==> config.mk <==
export PLATFORM = sky130hd
export DESIGN_NAME = scard_router
export DESIGN_NICKNAME = d
export VERILOG_FILES = /design/src/rtl/scard_pkg.sv /design/src/rtl/scard_clk_gate.sv /design/src/rtl/scard_rst_hold.sv /design/src/rtl/scard_io_switch.sv /design/src/rtl/scard_router.sv
export SDC_FILE = /design/constraint.sdc
export NUM_CORES = 1
export LEC_CHECK = 0
export BUFFER_PORTS_ARGS = -buffer_cell sky130_fd_sc_hd__buf_2
export CAP_MARGIN = 20
export CORE_AREA = 2 2 39 41
export CTS_CLUSTER_DIAMETER = 100
export DETAILED_ROUTE_END_ITERATION = 6
export DIE_AREA = 0 0 41 43
export GPL_TIMING_DRIVEN = 1
export PLACE_DENSITY = 0.55
export SYNTH_ARGS = -nofsm -noshare
export SYNTH_HDL_FRONTEND = slang
export SYNTH_SLANG_ARGS = --single-unit
==> constraint.sdc <==
create_clock -name clk -period 0.8 [get_ports clk]
set_input_delay 0.04 -clock clk [delete_from_list [all_inputs] [get_ports clk]]
set_output_delay 0.04 -clock clk [all_outputs]
set_load 0.03 [all_outputs]
==> src/rtl/scard_pkg.sv <==
// Package: shared helpers for the card router.
// Assumes: nothing beyond standard SystemVerilog.
package scard_pkg;

    // Select width for a given channel count, never below one bit.
    function automatic int sel_width(input int n);
        return (n < 2) ? 1 : $clog2(n);
    endfunction

endpackage

==> src/rtl/scard_clk_gate.sv <==
// Module: per-channel card clock gate.
// What it does: it passes host_clk to the card while `want` is set.
// The gate register updates only in cycles where host_clk is low, so a
// pulse is either passed whole or suppressed whole.
// Assumes: host_clk is generated synchronously to clk and each of its
// phases spans at least one clk cycle.
module scard_clk_gate (
    input  logic clk,
    input  logic rst_n,
    input  logic host_clk,
    input  logic live,
    input  logic want,
    output logic card_clk
);

    logic gate_q;

    // Purpose: move the gate only while the host clock is low.
    always_ff @(posedge clk) begin
        if (!rst_n)
            gate_q <= 1'b0;
        else if (!host_clk)
            gate_q <= want;
    end

    // Purpose: an unpowered channel never sees a clock edge.
    always_comb card_clk = host_clk & gate_q & live;

    // the gate changes only after a low host clock sample.
    a_r9_gate_moves_low: assert property (@(posedge clk) disable iff (!rst_n)
        (gate_q != $past(gate_q)) |-> !$past(host_clk));

    // after a low host-clock cycle with no request, the gate is shut.
    a_r6_gate_shut: assert property (@(posedge clk) disable iff (!rst_n)
        ($past(!want) && !$past(host_clk)) |-> !gate_q);

endmodule

==> src/rtl/scard_rst_hold.sv <==
// Module: per-channel card reset path.
// What it does: the selected channel follows host_rst combinationally.
// A deselected channel replays the level captured on its last selected
// cycle. A channel that is not live is held low and loses its stored level.
// Assumes: selection and liveness are decided by the parent.
module scard_rst_hold (
    input  logic clk,
    input  logic rst_n,
    input  logic live,
    input  logic selected,
    input  logic host_rst,
    output logic card_rst
);

    logic held_q;

    // Purpose: capture the level while selected, clear it when not live.
    always_ff @(posedge clk) begin
        if (!rst_n)
            held_q <= 1'b0;
        else if (!live)
            held_q <= 1'b0;
        else if (selected)
            held_q <= host_rst;
    end

    // Purpose: choose the live source or the frozen level.
    always_comb card_rst = live & (selected ? host_rst : held_q);

    // a live, deselected channel keeps a steady reset level.
    a_r3_hold_steady: assert property (@(posedge clk) disable iff (!rst_n)
        (live && !selected && $past(live) && !$past(selected)) |-> $stable(card_rst));

    // the stored level is dropped once the channel is not live.
    a_r8_held_cleared: assert property (@(posedge clk) disable iff (!rst_n)
        $past(!live) |-> !held_q);

endmodule

==> src/rtl/scard_io_switch.sv <==
// Module: open-drain data switch between the host line and N card lines.
// What it does: the connected channel passes a pull-low in both directions.
// Every live channel keeps its card pull-up on. The host pull-up is on
// when no channel is connected.
// Assumes: at most one bit of `conn` is set.
module scard_io_switch #(
    parameter int N_CH = 2
) (
    input  logic            clk,
    input  logic            rst_n,
    input  logic [N_CH-1:0] conn,
    input  logic [N_CH-1:0] live,
    input  logic            host_dat_low,
    input  logic [N_CH-1:0] card_dat_low,
    output logic [N_CH-1:0] card_io_low,
    output logic [N_CH-1:0] card_io_pu,
    output logic            host_dat_pull,
    output logic            host_dat_pu
);

    // Purpose: steer host pull-low to the connected card only.
    always_comb begin
        for (int c = 0; c < N_CH; c++)
            card_io_low[c] = conn[c] & host_dat_low;
    end

    // Purpose: pull-ups, card-to-host low, and host keeper.
    always_comb begin
        card_io_pu    = live;
        host_dat_pull = |(conn & card_dat_low);
        host_dat_pu   = ~|conn;
    end

    // never more than one channel connected.
    a_r1_single_conn: assert property (@(posedge clk) disable iff (!rst_n)
        $onehot0(conn));

    // the host keeper and the block's own pull-low never coincide.
    a_r7_keeper_excl: assert property (@(posedge clk) disable iff (!rst_n)
        host_dat_pu |-> !host_dat_pull);

endmodule

==> src/rtl/scard_router.sv <==
// Module: top of the dual card channel router.
// What it does: it routes host reset, clock and data to the channel picked
// by chan_sel. Each channel is live only while enabled and ready.
// Assumes: chan_sel values at or above N_CH select nothing, and host_clk
// is synchronous to clk.
module scard_router
    import scard_pkg::*;
#(
    parameter int N_CH  = 2,
    parameter int SEL_W = sel_width(N_CH)
) (
    input  logic             clk,
    input  logic             rst_n,
    input  logic [SEL_W-1:0] chan_sel,
    input  logic [N_CH-1:0]  chan_en,
    input  logic [N_CH-1:0]  chan_rdy,
    input  logic [N_CH-1:0]  clk_run,
    input  logic             host_clk,
    input  logic             host_rst,
    input  logic             host_dat_low,
    input  logic [N_CH-1:0]  card_dat_low,
    output logic [N_CH-1:0]  card_clk,
    output logic [N_CH-1:0]  card_rst,
    output logic [N_CH-1:0]  card_io_low,
    output logic [N_CH-1:0]  card_io_pu,
    output logic             host_dat_pull,
    output logic             host_dat_pu
);

    logic [N_CH-1:0] live;
    logic [N_CH-1:0] picked;
    logic [N_CH-1:0] conn;

    // Purpose: liveness per channel from enable and supply ready.
    always_comb live = chan_en & chan_rdy;

    // Purpose: connection = live and picked by the select.
    always_comb conn = live & picked;

    for (genvar g = 0; g < N_CH; g++) begin : g_ch
        localparam logic [SEL_W-1:0] IDX = SEL_W'(g);

        // Purpose: decode the select for this channel.
        always_comb picked[g] = (chan_sel == IDX);

        scard_clk_gate u_gate (
            .clk      (clk),
            .rst_n    (rst_n),
            .host_clk (host_clk),
            .live     (live[g]),
            .want     (live[g] & (picked[g] | clk_run[g])),
            .card_clk (card_clk[g])
        );

        scard_rst_hold u_rst (
            .clk      (clk),
            .rst_n    (rst_n),
            .live     (live[g]),
            .selected (picked[g]),
            .host_rst (host_rst),
            .card_rst (card_rst[g])
        );
    end

    scard_io_switch #(.N_CH(N_CH)) u_io (
        .clk           (clk),
        .rst_n         (rst_n),
        .conn          (conn),
        .live          (live),
        .host_dat_low  (host_dat_low),
        .card_dat_low  (card_dat_low),
        .card_io_low   (card_io_low),
        .card_io_pu    (card_io_pu),
        .host_dat_pull (host_dat_pull),
        .host_dat_pu   (host_dat_pu)
    );

endmodule

==> Word-level counts from Yosys, hierarchy flattened <==
Cells that the tools add are included.
{ "totals": {"output_inout_bits": 10, "regBits": 4} }
{ "classes": {"n_reduce_logical": 5, "bitwise": 16, "mux": 2} }
{ "ops": {"columns": ["op", "n"], "rows": [
  ["$and A1 B1 Y1", 10],
  ["$and A2 B2 Y2", 3],
  ["$reduce_and A2 Y1", 2],
  ["$reduce_or A2 Y1", 2],
  ["$mux W1", 2],
  ["$or A1 B1 Y1", 2],
  ["$logic_not A1 Y1", 1],
  ["$not A1 Y1", 1]
]} }

==> Longest topological paths before layout <==
{ "depth": {"ltp_word": 4, "mapped_depth": 4, "ltp_nobuf": 3} }

==> Modules after synthesis <==
A second synthesis with hierarchy kept.
{ "unflattened": {"cells_unflattened": 33, "hier_area_um2": 264.0} }
{ "by_module_without_submodules": {"columns": ["module", "seq_area_each_um2", "cells_per_inst", "n_inst", "area_per_inst_um2"], "rows": [
  ["scard_clk_gate", 20.0, 4, 2, 43.8],
  ["scard_rst_hold", 20.0, 5, 2, 43.8],
  ["scard_router", 0.0, 9, 1, 47.5],
  ["scard_io_switch", 0.0, 6, 1, 41.3]
]} }

==> Worst setup path after synthesis <==
Ideal clock, no wire load.
{ "synth_path": {"path_kind": "input to output", "from": "input chan_en[0]", "to": "output card_io_low[0]", "stages": 2, "arrival_ps": 923, "path_slack_ps": -163, "cell_sequence": "nand2_1 > nor3b_1"} }
{ "synth_via": {"elab_chain_cells": 3} }
{ "synth_rtl": {"columns": ["element", "line_no", "source"], "rows": [
  ["start: declaration", "scard_router.sv:15", "input logic [N_CH-1:0] chan_en,"],
  ["$and A2 B2 Y2", "scard_router.sv:35", "always_comb live = chan_en & chan_rdy;"],
  ["$and A2 B2 Y2", "scard_router.sv:38", "always_comb conn = live & picked;"],
  ["$and A1 B1 Y1", "scard_io_switch.sv:24", "card_io_low[c] = conn[c] & host_dat_low;"],
  ["end: declaration", "scard_router.sv:24", "output logic [N_CH-1:0] card_io_low,"]
]} }
Every way passes these cells.

==> Worst setup path after layout <==
{ "layout_path": {"from": "register g_ch[0].u_rst.held_q", "to": "output card_rst[0]"} }
{ "layout_via": {"elab_chain_cells": 2} }
{ "layout_rtl": {"columns": ["element", "line_no", "source"], "rows": [
  ["start: declaration", "scard_rst_hold.sv:15", "logic held_q;"],
  ["start signal: assignment", "scard_rst_hold.sv:24", "held_q <= host_rst;"],
  ["$mux W1", "scard_rst_hold.sv:28", "always_comb card_rst = live & (selected ? host_rst : held_q);"],
  ["$and A1 B1 Y1", "scard_rst_hold.sv:28", null],
  ["end: declaration", "scard_router.sv:23", "output logic [N_CH-1:0] card_rst,"]
]} }
Every way passes these cells.

==> out/metrics.csv <==
metric,value,unit
outcome,finished with violations,
violations,setup timing,
syn_avg_cell_area,8.33,µm²
crit_start,g_ch[0].u_rst.held_q,
grt_pass1_vias,324,
pin_count,24,
yosysWarnings,0,
critical_path_required,0.76,ns
synth_cells,38,
die_x,41,µm
syn_nets,52,
end_kind,primary output,
synthMostInstantiatedCell,buf_4,
finalInstanceArea,520,µm²
syn2layout_area_growth,64.4,%
synth_largest_area_cell,dfxtp_1,
drt-wirelength-per-cell,10.0,µm
antenna_found_initial,0,
core_area,1380,µm²
fin_util,37.6,%
grt_max_degree,7,
n_fill_cell,153,
setup_violations,5,
vdd.ir_drop.worst,0.000617,V
ys.flop_type,dfxtp_1,
r2r_cells,4,
dp_hpwl,629,µm
hp-class,in2reg,
cp-start-kind,flip-flop,
power.density,1270,nW/µm²
fin_crit_sh,120,%
ys_seq_elements,4,
dpl.cell_count,75,
fin_ws,-0.159,ns
maxSlewHeadroom,87.9,%
clkTransAtPathRegs,0.04,ns
rows,14,
rsz0062_at_grt,true,
firstDrtPassIters,2,
max_clock_freq,1040,MHz
die_area,1760,µm²
die_h,43,µm
finalClockSkew,0,ns
netlist.area_leader.share,25.3,%
routed_wl,823,µm
num_vias,346,
gp_congestion,0.647,
setup.worst_path.end,card_rst[0],
slew_viol_final,0,
cts_tree,built,
layoutNonFillerInstCount,82,
initial_core_util,22.9,%
synth_area,317,µm²
cts_num_sinks,4,
gr-total-overflow,0,
async_flop_share,0,%
synthTopCellsByCount,"buf_4 (6), nand3_1 (5), dfxtp_1 (4), nand2_1 (4), nor2_1 (4)",
pre_cts_ws,-0.0255,ns
ys_seq_area_share,25.3,%
drive_gt1_share,71.2,%
diodes,0,
layout_min_cycle_time,0.959,ns
maxCapViolCount,0,
ant_nets,0,
critPathKind,reg2out,
cts_buffers,3,
hold_viol_final,0,
rrSetupSlack,-0.04,ns
io_buffers,23,
timing.hold.ws,0.0737,ns
fin_nets,82,
drt_iter0_markers,3,
p_leak,0.274,nW
synth_edf_count,0,
cp_max_fo,2,
htreeDepth,1,
grt_pass1_wl,1260,µm
cts_hold_buf,0,
clk_latency,0.24,ns
track_usage,11.1,%
place_area,438,µm²
arrival,0.92,ns
vias_per_cell,4.22,
r2r-start,g_ch[1].u_rst.held_q,
ys_top_cells_by_area,"dfxtp_1 (25%), buf_4 (14%), nand3_1 (7.9%), nor3b_2 (7.9%), mux2i_1 (6.3%)",
clock-root-buffer,clkbuf_4,
drc,0,
clockBufferDepth,2,
r2r-end,g_ch[1].u_rst.held_q,
ys_types,17,
tightestPinTransition,0.176,ns
-- state kept, by name, summed over array words and instances (netlist names) --
signal	count
g_ch.u_gate.gate_q	2
g_ch.u_rst.held_q	2
-- worst max-delay path, cell delays in order (launching register included) --
cell and delay (ns):
dfxtp_1 0.29, mux2i_1 0.17, nor2_1 0.06, buf_4 0.16
-- cells by family (layout without fill, tap and decap cells) --
family	count (synthesis)	after routing	share of synthesized area, %
compound gates	3	3	8.30
buf+inv	9	37	20.2
flops	4	4	25.3
mux	3	3	9.88
simple gates	19	19	36.4
-- cells in the final DEF (no fill, tap or decap), drive strengths merged --
master  count
nand3       5
nor3b       3
nand2       4
nor2b       1
mux2        1
nor2        4
dfxtp       4
o31ai       2
mux2i       2
clkbuf      3
buf        32
o22ai       1
inv         2
and3        2
-- worst min-delay path by stage --
| stage | cells past startpoint | slack (ns) | startpoint | end |
|---|---|---|---|---|
| floorplan | 1 | 0.14 | host_clk | g_ch[0].u_gate.gate_q |
| global placement | 2 | 0.31 | host_clk | g_ch[0].u_gate.gate_q |
| detailed placement | 2 | 0.32 | host_clk | g_ch[0].u_gate.gate_q |
| CTS | 2 | 0.06 | host_clk | g_ch[0].u_gate.gate_q |
| global route | 2 | 0.08 | host_clk | g_ch[0].u_gate.gate_q |
| finish | 2 | 0.07 | host_clk | g_ch[0].u_gate.gate_q |
-- per-layer routing --
metal	part of all wire (%)	vias up	track usage [%]
met5	0	-	0
met4	2.4	0	10.0
met3	12	4	3.14
met2	39	22	15.0
met1	46	140	13.4
li1	-	180	-
-- through the flow --
| step | power [mW] | TNS, ns |
|---|---|---|
| 2_1_floorplan | 0.317 | 0 |
| 3_3_place_gp | 0.385 | -0.0257 |
| 3_5_place_dp | 0.386 | -0.0255 |
| 4_1_cts | 0.671 | -0.509 |
| 5_1_grt | 0.708 | -0.720 |
| 6_report | 0.663 | -0.503 |
-- cell type report --
class | count | area (µm²) | share of cell area [%]
Clock buffer | 3 | 22.5 | 4.33
Inverter | 2 | 7.51 | 1.44
Sequential cell | 4 | 82.6 | 15.9
Tap cell | 16 | 20.0 | 3.85
Timing Repair Buffer | 32 | 203 | 38.9
Multi-Input combinational cell | 25 | 185 | 35.6
-- report_power, final --
| part | switching, mW | total [mW] | internal, mW |
|---|---|---|---|
| logic | 0.103 | 0.196 | 0.0926 |
| registers | 0.00208 | 0.208 | 0.206 |
| clock network | 0.0904 | 0.259 | 0.168 |
-- timing repair --
action,4_1_cts,5_1_grt
resized for setup,8,5
endpoints found under the setup margin,5,6
pin swaps,0,2
setup buffers,3,2
Power figures use the tool's default switching activity.
